`src/rtl/mio_pkg.sv`:
```
package mio_pkg;

  typedef enum logic [1:0] {
    REG_MODESEL = 2'd0,
    REG_DIR     = 2'd1,
    REG_DATA    = 2'd2,
    REG_PERIPH  = 2'd3
  } mioReg_t;

  // strobes from control to datapath
  typedef struct packed {
    logic periphEn;   // port-wide peripheral bus mode
    logic busDrive;   // drive CPU data onto pins
    logic busSample;  // pass pin levels to CPU bus
  } mioStrobe_t;

endpackage

```
`src/rtl/mio_ctrl.sv`:
```
module mio_ctrl
  import mio_pkg::*;
#(
  parameter int PORT_W = 8
) (
  input  logic              clk,
  input  logic              rstN,
  input  logic              regWrEn,
  input  logic [1:0]        regAddr,
  input  logic [PORT_W-1:0] regWrData,
  input  logic              pselA,
  input  logic              pselB,
  input  logic              busRd,
  input  logic              busWr,
  output logic [PORT_W-1:0] modeSel,
  output logic [PORT_W-1:0] dirReg,
  output logic [PORT_W-1:0] latchReg,
  output logic              periphBit,
  output mioStrobe_t        strobe
);

  localparam int PERIPH_BIT = PORT_W - 1;

  logic selected;

  always_ff @(posedge clk) begin
    if (!rstN) begin
      modeSel   <= '0;
      dirReg    <= '0;
      latchReg  <= '0;
      periphBit <= 1'b0;
    end else if (regWrEn) begin
      case (mioReg_t'(regAddr))
        REG_MODESEL: modeSel   <= regWrData;
        REG_DIR:     dirReg    <= regWrData;
        REG_DATA:    latchReg  <= regWrData;
        REG_PERIPH:  periphBit <= regWrData[PERIPH_BIT];
        default:     ;
      endcase
    end
  end

  always_comb begin
    selected         = pselA | pselB;
    strobe.periphEn  = periphBit;
    strobe.busDrive  = periphBit & selected & busWr & ~busRd;
    strobe.busSample = periphBit & selected & busRd;
  end

  // a direction write lands on the next edge
  assert_dir_write_R2: assert property (@(posedge clk) disable iff (!rstN)
    (regWrEn && regAddr == 2'd1) |=> (dirReg == $past(regWrData)));

  // driving and sampling never coincide
  assert_strobe_excl_R9: assert property (@(posedge clk) disable iff (!rstN)
    $onehot0({strobe.busDrive, strobe.busSample}));

endmodule

```
`src/rtl/mio_datapath.sv`:
```
module mio_datapath
  import mio_pkg::*;
#(
  parameter int PORT_W      = 8,
  parameter int SYNC_STAGES = 2
) (
  input  logic              clk,
  input  logic              rstN,
  input  mioStrobe_t        strobe,
  input  logic [PORT_W-1:0] modeSel,
  input  logic [PORT_W-1:0] dirReg,
  input  logic [PORT_W-1:0] latchReg,
  input  logic              periphBit,
  input  logic [1:0]        regAddr,
  input  logic [PORT_W-1:0] addrLow,
  input  logic [PORT_W-1:0] pldOut,
  input  logic [PORT_W-1:0] pldOe,
  input  logic [PORT_W-1:0] busDataOut,
  input  logic [PORT_W-1:0] padIn,
  output logic [PORT_W-1:0] padOut,
  output logic [PORT_W-1:0] padOe,
  output logic [PORT_W-1:0] busDataIn,
  output logic [PORT_W-1:0] regRdData
);

  localparam int PERIPH_BIT = PORT_W - 1;

  logic [PORT_W-1:0] pinVal;
  logic [PORT_W-1:0] pinOe;
  logic [PORT_W-1:0] syncQ [SYNC_STAGES];

  // per-pin source select: address-out, then logic array, then latch
  genvar p;
  generate
    for (p = 0; p < PORT_W; p++) begin : g_pin
      always_comb begin
        pinOe[p] = dirReg[p] | pldOe[p];
        if (modeSel[p] && dirReg[p])
          pinVal[p] = addrLow[p];
        else if (pldOe[p])
          pinVal[p] = pldOut[p];
        else
          pinVal[p] = latchReg[p];
      end
    end
  endgenerate

  always_comb begin
    if (strobe.periphEn) begin
      padOe  = strobe.busDrive ? '1 : '0;
      padOut = strobe.busDrive ? busDataOut : '0;
    end else begin
      padOe  = pinOe;
      padOut = pinVal;
    end
    busDataIn = strobe.busSample ? padIn : '0;
  end

  // pad synchroniser
  genvar s;
  generate
    for (s = 0; s < SYNC_STAGES; s++) begin : g_sync
      always_ff @(posedge clk) begin
        if (!rstN)
          syncQ[s] <= '0;
        else if (s == 0)
          syncQ[s] <= padIn;
        else
          syncQ[s] <= syncQ[(s == 0) ? 0 : s-1];
      end
    end
  endgenerate

  always_comb begin
    case (mioReg_t'(regAddr))
      REG_MODESEL: regRdData = modeSel;
      REG_DIR:     regRdData = dirReg;
      REG_DATA:    regRdData = syncQ[SYNC_STAGES-1];
      default: begin
        regRdData = '0;
        regRdData[PERIPH_BIT] = periphBit;
      end
    endcase
  end

  // ---------------- assertions ----------------
  logic [1:0] sinceRst;
  always_ff @(posedge clk) begin
    if (!rstN) sinceRst <= '0;
    else if (sinceRst != 2'd3) sinceRst <= sinceRst + 2'd1;
  end

  // normal-mode enable follows direction OR logic term
  assert_oe_or_R4: assert property (@(posedge clk) disable iff (!rstN)
    !periphBit |-> (padOe == (dirReg | pldOe)));

  // bus write drives every pin with CPU data
  assert_bus_drive_R7: assert property (@(posedge clk) disable iff (!rstN)
    strobe.busDrive |-> (padOe == {PORT_W{1'b1}} && padOut == busDataOut));

  // bus read releases pins and forwards levels
  assert_bus_read_R8: assert property (@(posedge clk) disable iff (!rstN)
    strobe.busSample |-> (padOe == '0 && busDataIn == padIn));

  // peripheral mode without a write leaves pins undriven
  assert_periph_idle_R9: assert property (@(posedge clk) disable iff (!rstN)
    (periphBit && !strobe.busDrive) |-> (padOe == '0));

  generate
    if (SYNC_STAGES == 2) begin : g_sync_chk
      // read-back lags the pads by exactly two edges
      assert_readback_lag_R10: assert property (@(posedge clk) disable iff (!rstN)
        (sinceRst >= 2'd2 && regAddr == 2'd2) |-> (regRdData == $past(padIn, 2)));
    end
  endgenerate

endmodule

```
`src/rtl/mio_port.sv`:
```
module mio_port
  import mio_pkg::*;
#(
  parameter int PORT_W      = 8,
  parameter int SYNC_STAGES = 2
) (
  input  logic              clk,
  input  logic              rstN,
  input  logic              regWrEn,
  input  logic [1:0]        regAddr,
  input  logic [PORT_W-1:0] regWrData,
  output logic [PORT_W-1:0] regRdData,
  input  logic [PORT_W-1:0] addrLow,
  input  logic [PORT_W-1:0] pldOut,
  input  logic [PORT_W-1:0] pldOe,
  input  logic              pselA,
  input  logic              pselB,
  input  logic              busRd,
  input  logic              busWr,
  input  logic [PORT_W-1:0] busDataOut,
  output logic [PORT_W-1:0] busDataIn,
  input  logic [PORT_W-1:0] padIn,
  output logic [PORT_W-1:0] padOut,
  output logic [PORT_W-1:0] padOe
);

  mioStrobe_t        strobe;
  logic [PORT_W-1:0] modeSel;
  logic [PORT_W-1:0] dirReg;
  logic [PORT_W-1:0] latchReg;
  logic              periphBit;

  mio_ctrl #(.PORT_W(PORT_W)) u_ctrl (
    .clk(clk), .rstN(rstN), .regWrEn(regWrEn), .regAddr(regAddr),
    .regWrData(regWrData), .pselA(pselA), .pselB(pselB),
    .busRd(busRd), .busWr(busWr), .modeSel(modeSel), .dirReg(dirReg),
    .latchReg(latchReg), .periphBit(periphBit), .strobe(strobe)
  );

  mio_datapath #(.PORT_W(PORT_W), .SYNC_STAGES(SYNC_STAGES)) u_dp (
    .clk(clk), .rstN(rstN), .strobe(strobe), .modeSel(modeSel),
    .dirReg(dirReg), .latchReg(latchReg), .periphBit(periphBit),
    .regAddr(regAddr), .addrLow(addrLow), .pldOut(pldOut), .pldOe(pldOe),
    .busDataOut(busDataOut), .padIn(padIn), .padOut(padOut),
    .padOe(padOe), .busDataIn(busDataIn), .regRdData(regRdData)
  );

endmodule

```
`config.mk`:
```
export PLATFORM = sky130hd
export DESIGN_NAME = mio_port
export DESIGN_NICKNAME = d
export VERILOG_FILES = /design/src/rtl/mio_pkg.sv /design/src/rtl/mio_ctrl.sv /design/src/rtl/mio_datapath.sv /design/src/rtl/mio_port.sv
export SDC_FILE = /design/constraint.sdc
export NUM_CORES = 1
export LEC_CHECK = 0
export BUFFER_PORTS_ARGS = -buffer_cell sky130_fd_sc_hd__buf_2
export CAP_MARGIN = 20
export CORE_UTILIZATION = 47
export DETAILED_ROUTE_END_ITERATION = 6
export PLACE_DENSITY = 0.89
export SETUP_SLACK_MARGIN = 0.05
export SLEW_MARGIN = 5
export SYNTH_ARGS = -nofsm -noshare
export SYNTH_HDL_FRONTEND = slang
export SYNTH_SLANG_ARGS = --single-unit
export TNS_END_PERCENT = 100
```
`constraint.sdc`:
```
create_clock -name clk -period 1.3 [get_ports clk]
set_input_delay 0.065 -clock clk [delete_from_list [all_inputs] [get_ports clk]]
set_output_delay 0.065 -clock clk [all_outputs]
set_load 0.05 [all_outputs]
```
==> impl_metrics.tcl, run 1 <==
set metrics [dict create \
    drtIter0Drc 71 \
    cp.required_ps 1240 \
    p_leak_nw 1.51 \
    ant_nets 0 \
    ir_drop_uv 783 \
    clkLatencyLatePin_ps 290 \
    grtUsageTotal 0.249 \
    via_per_inst 5.09 \
    drt-total-wl_um 5740 \
    drc 0 \
    fin_crit_sh 1.14 \
    initial_core_util 0.500 \
    final-setup-viol-count 25 \
    fin_util 0.761 \
    cap_viol_max_count 0 \
    fmax_mhz 673 \
    drt-wirelength-per-cell_um 15.4 \
    dp_hpwl_um 3780 \
    cts_made_buffers 5 \
    route.vias.total 1900 \
    ff_latch_area_um2 836 \
    clk_pin_slew_ps 70 \
    cts.sinks 41 \
    firstDrtPassIters 4 \
    critPathCaptureType "primary output" \
    final_cell_mix "buf_2, mux2i_1, dfxtp_1" \
    cellPowerDensity_nw_per_um2 916 \
    final_common_cell "buf_2" \
    outcome "complete, but fails checks" \
    rsz0062_at_grt "true" \
    crit_fanout 10 \
    path_class "flip-flop to primary output" \
    cp_cell_sequence "o21ai_2 -> nand3b_4 -> buf_8 -> o22ai_2 -> buf_4" \
    ys_seq_area_frac 0.401 \
    synth_area_um2 2040 \
    rows 23 \
    cp_slowest_cell "dfxtp_2" \
    htreeDepth 2 \
    slowest_delay_ps 360 \
    core_um2 4090 \
    hold_class "input pin to flip-flop" \
    layout_min_cycle_time_ps 1490 \
    gr-total-overflow 0 \
    die_area_um2 4620 \
    yosys_warnings 0 \
    skew_ps 1.20 \
    drive_above_1_share 0.495 \
    io_pins 89 \
    synthesis.nets 271 \
    totalNegativeSetupSlack_ps -3410 \
    critPathTopFamily "buffers and inverters" \
    syn_inst 214 \
    synthToLayoutAreaGrowth_pct 52.2 \
    antenna_found_initial 0 \
    worstMarginPinSlew_ps 514 \
    arrival_ps 1420 \
    cp-start-kind "flip-flop" \
    slew_headroom 0.657 \
    grt_pass1_vias 1824 \
    die_w_um 68.0 \
    synth_area_per_cell_um2 9.55 \
    crit_buf_inv 2 \
    slew_violations 0 \
    nFillCells 266 \
    dp_slack_ps -7.79 \
    root_buffer "clkbuf_8" \
    grt_max_degree 42 \
    violations "negative setup slack" \
    hold_slack_ps 64.7 \
    multi_input_area_um2 1220 \
    synthDistinctLibCells 21 \
    synth_seq_cells 41 \
    cts_tree "done" \
    finalHoldViolCount 0 \
    die_h_um 68.0 \
    nets 379 \
    io_buffers 88 \
    grt_pass1_wl_um 8350 \
    n_antenna_cell 0 \
    worst_slack_ps -187 \
    clk_path_buf_depth 2 \
    place.gp.congestion 0.782 \
]
==> stage by stage <==
| stage | total power, W | std cells | area, um2 |
|---|---|---|---|
| 2_1_floorplan | 0.00176 | 214 | 2090 |
| 3_3_place_gp | 0.00194 | 352 | 2600 |
| 3_5_place_dp | 0.00196 | 352 | 2600 |
| 4_1_cts | 0.00281 | 370 | 2980 |
| 5_1_grt | 0.00296 | 373 | 3110 |
| 6_report | 0.00285 | 373 | 3110 |
==> cells in the mapped netlist <==
library cell  number  share of area
and2b_4            1         0.0049
nand3b_4           1         0.0098
and2_1            24          0.073
mux4_2             1          0.011
nand2_1           15          0.028
buf_2              1         0.0024
nor2b_1           25          0.076
buf_6              4          0.022
mux2_2             8          0.044
nand3_1            1         0.0024
clkbuf_1           5         0.0092
o21ai_0           15          0.037
mux2i_1           40           0.20
nor3b_2            1         0.0061
buf_4              2         0.0073
o21ai_2            1         0.0043
nand3b_1           2         0.0073
nor2_1             9          0.017
inv_1              9          0.017
o22ai_1            8          0.024
dfxtp_1           41           0.40
==> sequential cells by signal, summed over array words and instances (netlist names) <==
signal and flops:
u_ctrl.latchReg 8, u_ctrl.periphBit 1, u_ctrl.dirReg 8, u_dp.syncQ 16
u_ctrl.modeSel 8
==> final cells by class <==
cell class	instances	area share
timing repair buffer	113	0.281
clock buffer	8	0.0257
inverter	9	0.0109
tap	50	0.0201
sequential	41	0.269
multi-input combinational	152	0.394
==> path summary, 6_finish.rpt <==
| kind | slack (ps) | end | start | depth (start not counted) |
|---|---|---|---|---|
| worst max-delay path | -190 | padOut[2] | u_ctrl.periphBit$_SDFFE_PN0P_ | 5 |
| worst min-delay path | 60 | u_ctrl.latchReg[4]$_SDFFE_PN0P_ | regWrData[4] | 3 |
| worst max register to register | 230 | u_ctrl.periphBit$_SDFFE_PN0P_ | u_ctrl.periphBit$_SDFFE_PN0P_ | 4 |
| worst min register to register | 440 | u_dp.syncQ[1][2]$_SDFF_PN0_ | u_dp.syncQ[0][2]$_SDFF_PN0_ | 1 |
==> worst min-delay path: cells and delay by family <==
kind,cells,cell delay (ps)
simple gates,1,90
buf+inv,1,100
mux,1,60
==> kinds of logic after synthesis <==
group | after synthesis | share of synthesized area
simple gates | 79 | 0.225
mux | 49 | 0.251
flops | 41 | 0.401
compound gates | 24 | 0.0655
buf+inv | 21 | 0.0575
==> what timing repair did <==
item,CTS,global route
hold buffers,8,0
setup endpoints to repair,29,32
setup buffers,2,3
resized for setup,69,35
pin swaps,8,5
endpoints found under the hold margin,8,0
==> per-layer routing <==
| layer | track usage | part of all wire | vias to the layer above |
|---|---|---|---|
| li1 | - | - | 934 |
| met1 | 0.257 | 0.38 | 879 |
| met2 | 0.478 | 0.55 | 76 |
| met3 | 0.0533 | 0.048 | 11 |
| met4 | 0.102 | 0.021 | 0 |
| met5 | 0 | 0 | - |
==> where the power goes <==
| group | total, W | switching (W) | internal (W) |
|---|---|---|---|
| Combinational | 0.000722 | 0.000401 | 0.000322 |
| Clock | 0.000794 | 0.000413 | 0.000382 |
| Sequential | 0.00133 | 0.0000258 | 0.00131 |
| Total | 0.00285 | 0.000839 | 0.00201 |
Power figures use the tool's default switching activity.
==> run 2, diff against run 1 <==
Settings changed: ABC_AREA from default to 1, CAP_MARGIN 20 to default, CORE_UTILIZATION 47 to 48.
==> run 2 against run 1 <==
The flow still finishes with violations (negative setup slack); global-route usage down 1.4 points; design area increased by 2.5%; register-to-register slack better by 250 ps; sequential share of layout area down 0.82 points; flip-flop and latch count stayed put; combinational power rose by 19%.
==> impl_metrics.tcl, run 2 <==
set metrics [dict create \
    outcome "complete, but fails checks" \
    violations "negative setup slack" \
    crit_fanout 8 \
    largest_reg_flops 16 \
    synthFlopType "dfxtp_1" \
    pwr-share-comb 0.287 \
    rows 24 \
    firstDrtPassIters 4 \
    initial_core_util 0.502 \
    seqPwrFrac 0.454 \
    fmax_mhz 704 \
    synth_area_um2 2200 \
    cellPowerDensity_nw_per_um2 937 \
    cts.sinks 41 \
    r2r-end "u_ctrl.periphBit$_SDFFE_PN0P_" \
    dp_hpwl_um 4150 \
    route.vias.total 2470 \
    fin_crit_sh 1.09 \
    root_buffer "clkbuf_8" \
    gr-total-overflow 0 \
    synth_seq_cells 41 \
    pwr-share-clk 0.259 \
    synthesis.nets 420 \
    synth_enable_flop_cells 0 \
    cp.required_ps 1240 \
    skew_ps 0.482 \
    layout_min_cycle_time_ps 1420 \
    yosys.area.top_type "dfxtp_1" \
    antenna_found_initial 0 \
    ys_top_cells_by_area "dfxtp_1, nand2_1, nor2_1" \
    synthToLayoutAreaGrowth_pct 45.1 \
    slew_headroom 0.743 \
    ir_drop_uv 655 \
    drc 0 \
    synth_area_per_cell_um2 6.06 \
    worstMarginPinSlew_ps 386 \
    totalNegativeSetupSlack_ps -1830 \
    rrSetupSlack_ps 480 \
    slew_violations 0 \
    critPathCaptureType "primary output" \
    worstRegToRegCells 5 \
    crit_path_start "u_ctrl.periphBit$_SDFFE_PN0P_" \
    p_leak_nw 1.75 \
    die_area_um2 4860 \
    cts_tree "done" \
    nFillCells 329 \
    final-setup-viol-count 23 \
    placed_area_um2 2760 \
    htreeDepth 2 \
    p_sw_w 0.000984 \
    place.gp.congestion 0.806 \
    via_per_inst 4.81 \
    final_cell_area_um2 3190 \
    yosys-top-cells-count "nand2_1, nor2_1, inv_1" \
    arrival_ps 1350 \
    die_w_um 69.7 \
    worst_slack_ps -119 \
    drtIter0Drc 111 \
    clk_pin_slew_ps 80 \
    ys_seq_area_frac 0.373 \
    grtUsageTotal 0.235 \
    path_class "flip-flop to primary output" \
    final_common_cell "nand2_1" \
    die_h_um 69.7 \
    endpoint "busDataIn[1]" \
    drt-total-wl_um 5730 \
    grt_max_degree 25 \
    n_antenna_cell 0 \
    synthDistinctLibCells 18 \
    cap_viol_max_count 0 \
    io_buffers 88 \
    drt-wirelength-per-cell_um 11.1 \
    synth_top_area_frac 0.373 \
    synthArstFlopShare 0 \
    core_um2 4380 \
    top_register "u_dp.syncQ" \
    ant_nets 0 \
    hold_class "input pin to flip-flop" \
    drive_above_1_share 0.303 \
    rsz0062_at_grt "true" \
    yosys_warnings 0 \
    p_int_w 0.00200 \
    final_cell_mix "nand2_1, nor2_1, inv_1" \
    grt_pass1_vias 2293 \
    clk_path_buf_depth 2 \
    r2r-start "u_ctrl.periphBit$_SDFFE_PN0P_" \
    io_pins 89 \
    min-delay-start "regWrData[1]" \
    nets 518 \
    grt_pass1_wl_um 9440 \
    finalHoldViolCount 0 \
    syn_inst 363 \
    swShare 0.329 \
    cts_made_buffers 5 \
    clkLatencyLatePin_ps 280 \
    synth_most_common_cell "nand2_1" \
    cp-start-kind "flip-flop" \
]
-- run 2: layer usage --
metal	track usage	up-vias	routed length [um]
met2	0.450	97	3030
met3	0.0363	6	331
met4	0.0889	0	51
met1	0.258	1084	2320
li1	-	1283	-
met5	0	-	0
-- run 2: worst min path at each step --
| stage | to | slack [ps] | cells after the start |
|---|---|---|---|
| finish | u_ctrl.dirReg[1]$_SDFFE_PN0P_ | 30 | 3 |
| global placement | u_dp.syncQ[0][0]$_SDFF_PN0_ | 260 | 3 |
| detailed placement | u_dp.syncQ[0][2]$_SDFF_PN0_ | 260 | 3 |
| floorplan | u_dp.syncQ[0][0]$_SDFF_PN0_ | 160 | 2 |
| CTS | u_ctrl.dirReg[1]$_SDFFE_PN0P_ | 30 | 3 |
| global route | u_ctrl.dirReg[5]$_SDFFE_PN0P_ | 30 | 3 |
-- run 2: power by group through the flow --
stage               Sequential [W]  Clock (W)  Combinational, W
finish                     0.00136   0.000775          0.000859
global route               0.00136   0.000862          0.000927
CTS                        0.00135   0.000799          0.000822
detailed placement         0.00138          0          0.000734
global placement           0.00138          0          0.000718
floorplan                  0.00137          0          0.000518
-- run 2: kinds of logic after synthesis --
group / count (synthesis) / synth area share
simple gates: 226 / 0.428
compound gates: 23 / 0.0603
buf+inv: 73 / 0.139
flops: 41 / 0.373
-- run 2: repair_timing --
| item | 4_1_cts | 5_1_grt |
|---|---|---|
| gates resized for setup | 53 | 25 |
| hold buffers | 8 | 0 |
| hold endpoints to repair | 8 | 0 |
| pin swaps | 6 | 9 |
| setup buffers | 0 | 2 |
| endpoints found under the setup margin | 31 | 31 |
| gates cloned | 0 | 0 |
-- run 2: per-stage QoR --
step                instances  setup slack (ps)  hold WS [ps]  power (W)   util
finish                    514              -119          33.9    0.00299  0.728
global route              514              -171          31.2    0.00315  0.728
CTS                       512             -89.1          27.1    0.00298  0.704
detailed placement        496               113           264    0.00212  0.630
global placement          496               147           260    0.00210  0.630
floorplan                 363              4.48           158    0.00189      -
-- run 2: cell type report --
cell class	instances	area, um2	share of cell area
Multi-Input combinational cell	249	1190	0.375
Sequential cell	41	831	0.260
Timing Repair Buffer	104	788	0.247
Inverter	60	225	0.0706
Clock buffer	5	68.8	0.0216
Tap cell	52	65.1	0.0204
Clock inverter	3	17.5	0.00549
-- run 2: worst max-delay path, cell delays in order (launching register included) --
cell     delay [ps]
dfxtp_2         340
inv_2            50
nor2_4          170
buf_12          130
nand2_8         100
nor2_4          110
buf_6           160
==> run 3, diff against run 2 <==
Settings changed: CELL_PAD_IN_SITES_DETAIL_PLACEMENT from default to 1, CELL_PAD_IN_SITES_GLOBAL_PLACEMENT from default to 2, CORE_UTILIZATION 48 to 24, PLACE_DENSITY 0.89 to 0.9.
==> run 3 against run 2 <==
The flow finishes with violations (design-rule violations, negative setup slack); worst setup slack better by 5.9 ps; maximum frequency up 0.41%; highest routed layer unchanged; design area grew 8.6%; clock-buffer cell count rose by 1; final cell count increased by 11%; combinational power increased by 12%; critical path depth unchanged.
==> impl_metrics.tcl, run 3 (synthesis gave the netlist of run 2 again) <==
set metrics [dict create \
    drive_above_1_share 0.346 \
    ant_nets 0 \
    final-setup-viol-count 24 \
    fin_crit_sh 1.09 \
    ir_drop_uv 426 \
    drtIter0Drc 80 \
    root_buffer "clkbuf_8" \
    p_total_w 0.00322 \
    clk_pin_slew_ps 90 \
    grt_max_degree 19 \
    grt_pass1_vias 2499 \
    nets 521 \
    rsz0062_at_grt "true" \
    totalNegativeSetupSlack_ps -2140 \
    dp_hpwl_um 5530 \
    drc 20 \
    outcome "complete, but fails checks" \
    rows 34 \
    wl_met3_um 504 \
    critPathCaptureType "primary output" \
    htreeDepth 2 \
    gr-total-overflow 0 \
    core_um2 8810 \
    firstDrtPassIters 6 \
    io_buffers 88 \
    place.gp.congestion 0.743 \
    layout_min_cycle_time_ps 1410 \
    wl_met1_um 3200 \
    placed_area_um2 2850 \
    routed.top_layer "met4" \
    fmax_mhz 707 \
    largest_reg_flops 16 \
    final_cell_area_um2 3460 \
    crit_fanout 8 \
    die_h_um 97.7 \
    slew_violations 0 \
    initial_core_util 0.250 \
    final_common_cell "nand2_1" \
    cp-start-kind "flip-flop" \
    drt-total-wl_um 7120 \
    synthToLayoutAreaGrowth_pct 57.5 \
    grtUsageTotal 0.158 \
    cts.sinks 41 \
    p_leak_nw 1.80 \
    via_per_inst 4.25 \
    die_w_um 97.7 \
    n_antenna_cell 0 \
    finalHoldViolCount 0 \
    arrival_ps 1350 \
    io_pins 89 \
    antenna_found_initial 0 \
    grt_pass1_wl_um 12100 \
    cts_made_buffers 5 \
    route.vias.total 2434 \
    die_area_um2 9550 \
    top_register "u_dp.syncQ" \
    hold_class "input pin to flip-flop" \
    cellPowerDensity_nw_per_um2 929 \
    path_class "flip-flop to primary output" \
    final_cell_mix "nand2_1, nor2_1, buf_2" \
    wl_met2_um 3370 \
    worstMarginPinSlew_ps 414 \
    cts_tree "done" \
    violations "design-rule violations, negative setup slack" \
    cp.required_ps 1240 \
    cap_viol_max_count 0 \
    clkLatencyLatePin_ps 300 \
    worst_slack_ps -114 \
    clk_path_buf_depth 2 \
    skew_ps 0.419 \
    slew_headroom 0.723 \
    drt-wirelength-per-cell_um 12.4 \
]
[run 3: cell types whose count changed in the layout (fill, tap and decap cells not counted), moves of 2 or more]
cell     change
buf_8       +12
nand2_1     -11
nand2_4      +8
buf_4        -7
dfxtp_1      -3
dfxtp_2      +3
inv_1        -3
inv_2        +3
nand2_2      +2
o21ai_0      -2
o21ai_1      +2
[run 3: final timing paths]
path / slack, ps / from / to / cells after the start
worst min register to register: 420 / u_dp.syncQ[0][2]$_SDFF_PN0_ / u_dp.syncQ[1][2]$_SDFF_PN0_ / 2
worst max register to register: 450 / u_ctrl.periphBit$_SDFFE_PN0P_ / u_ctrl.periphBit$_SDFFE_PN0P_ / 5
worst max-delay path: -110 / u_ctrl.periphBit$_SDFFE_PN0P_ / busDataIn[0] / 6
worst min-delay path: 20 / regWrData[0] / u_ctrl.latchReg[0]$_SDFFE_PN0P_ / 3
[run 3: critical path, stage by stage, from the launching register on]
cell and delay (ps):
dfxtp_2 340, inv_2 50, nor2_4 110, buf_12 140, nand2_8 110, nor2_4 140, buf_8 150
[run 3: timing repair]
item,CTS,global route
endpoints found under the hold margin,8,0
pin swaps,11,12
hold buffers,8,0
resized for setup,83,48
endpoints found under the setup margin,32,32
setup buffers,0,1
[run 3: final cells by class]
cell class / count / area [um2]
sequential: 41 / 835
clock inverter: 2 / 13.8
clock buffer: 6 / 82.6
tap: 108 / 135
fill: 1118 / 5340
inverter: 60 / 225
multi-input combinational: 249 / 1290
timing repair buffer: 107 / 885
[run 3: metal layers]
metal | up-vias | GRT usage
met2 | 72 | 0.274
met3 | 4 | 0.0422
met4 | 0 | 0.0420
li1 | 1284 | -
met5 | - | 0
met1 | 1074 | 0.193
[run 3: report_power, final]
group | internal [W] | total (W) | switching [W]
Sequential | 0.00132 | 0.00136 | 0.0000388
Clock | 0.000431 | 0.000896 | 0.000466
Combinational | 0.000379 | 0.000964 | 0.000585
Total | 0.00213 | 0.00322 | 0.00109
[run 3: through the flow]
stage | instances | setup slack [ps] | hold WS, ps | utilization
after floorplan | 363 | 4.48 | 158 | -
final | 573 | -114 | 18.8 | 0.393
after global placement | 556 | 130 | 263 | 0.323
after CTS | 572 | -164 | 9.61 | 0.374
after global routing | 573 | -182 | 31.1 | 0.393
after detailed placement | 556 | 73.2 | 266 | 0.323
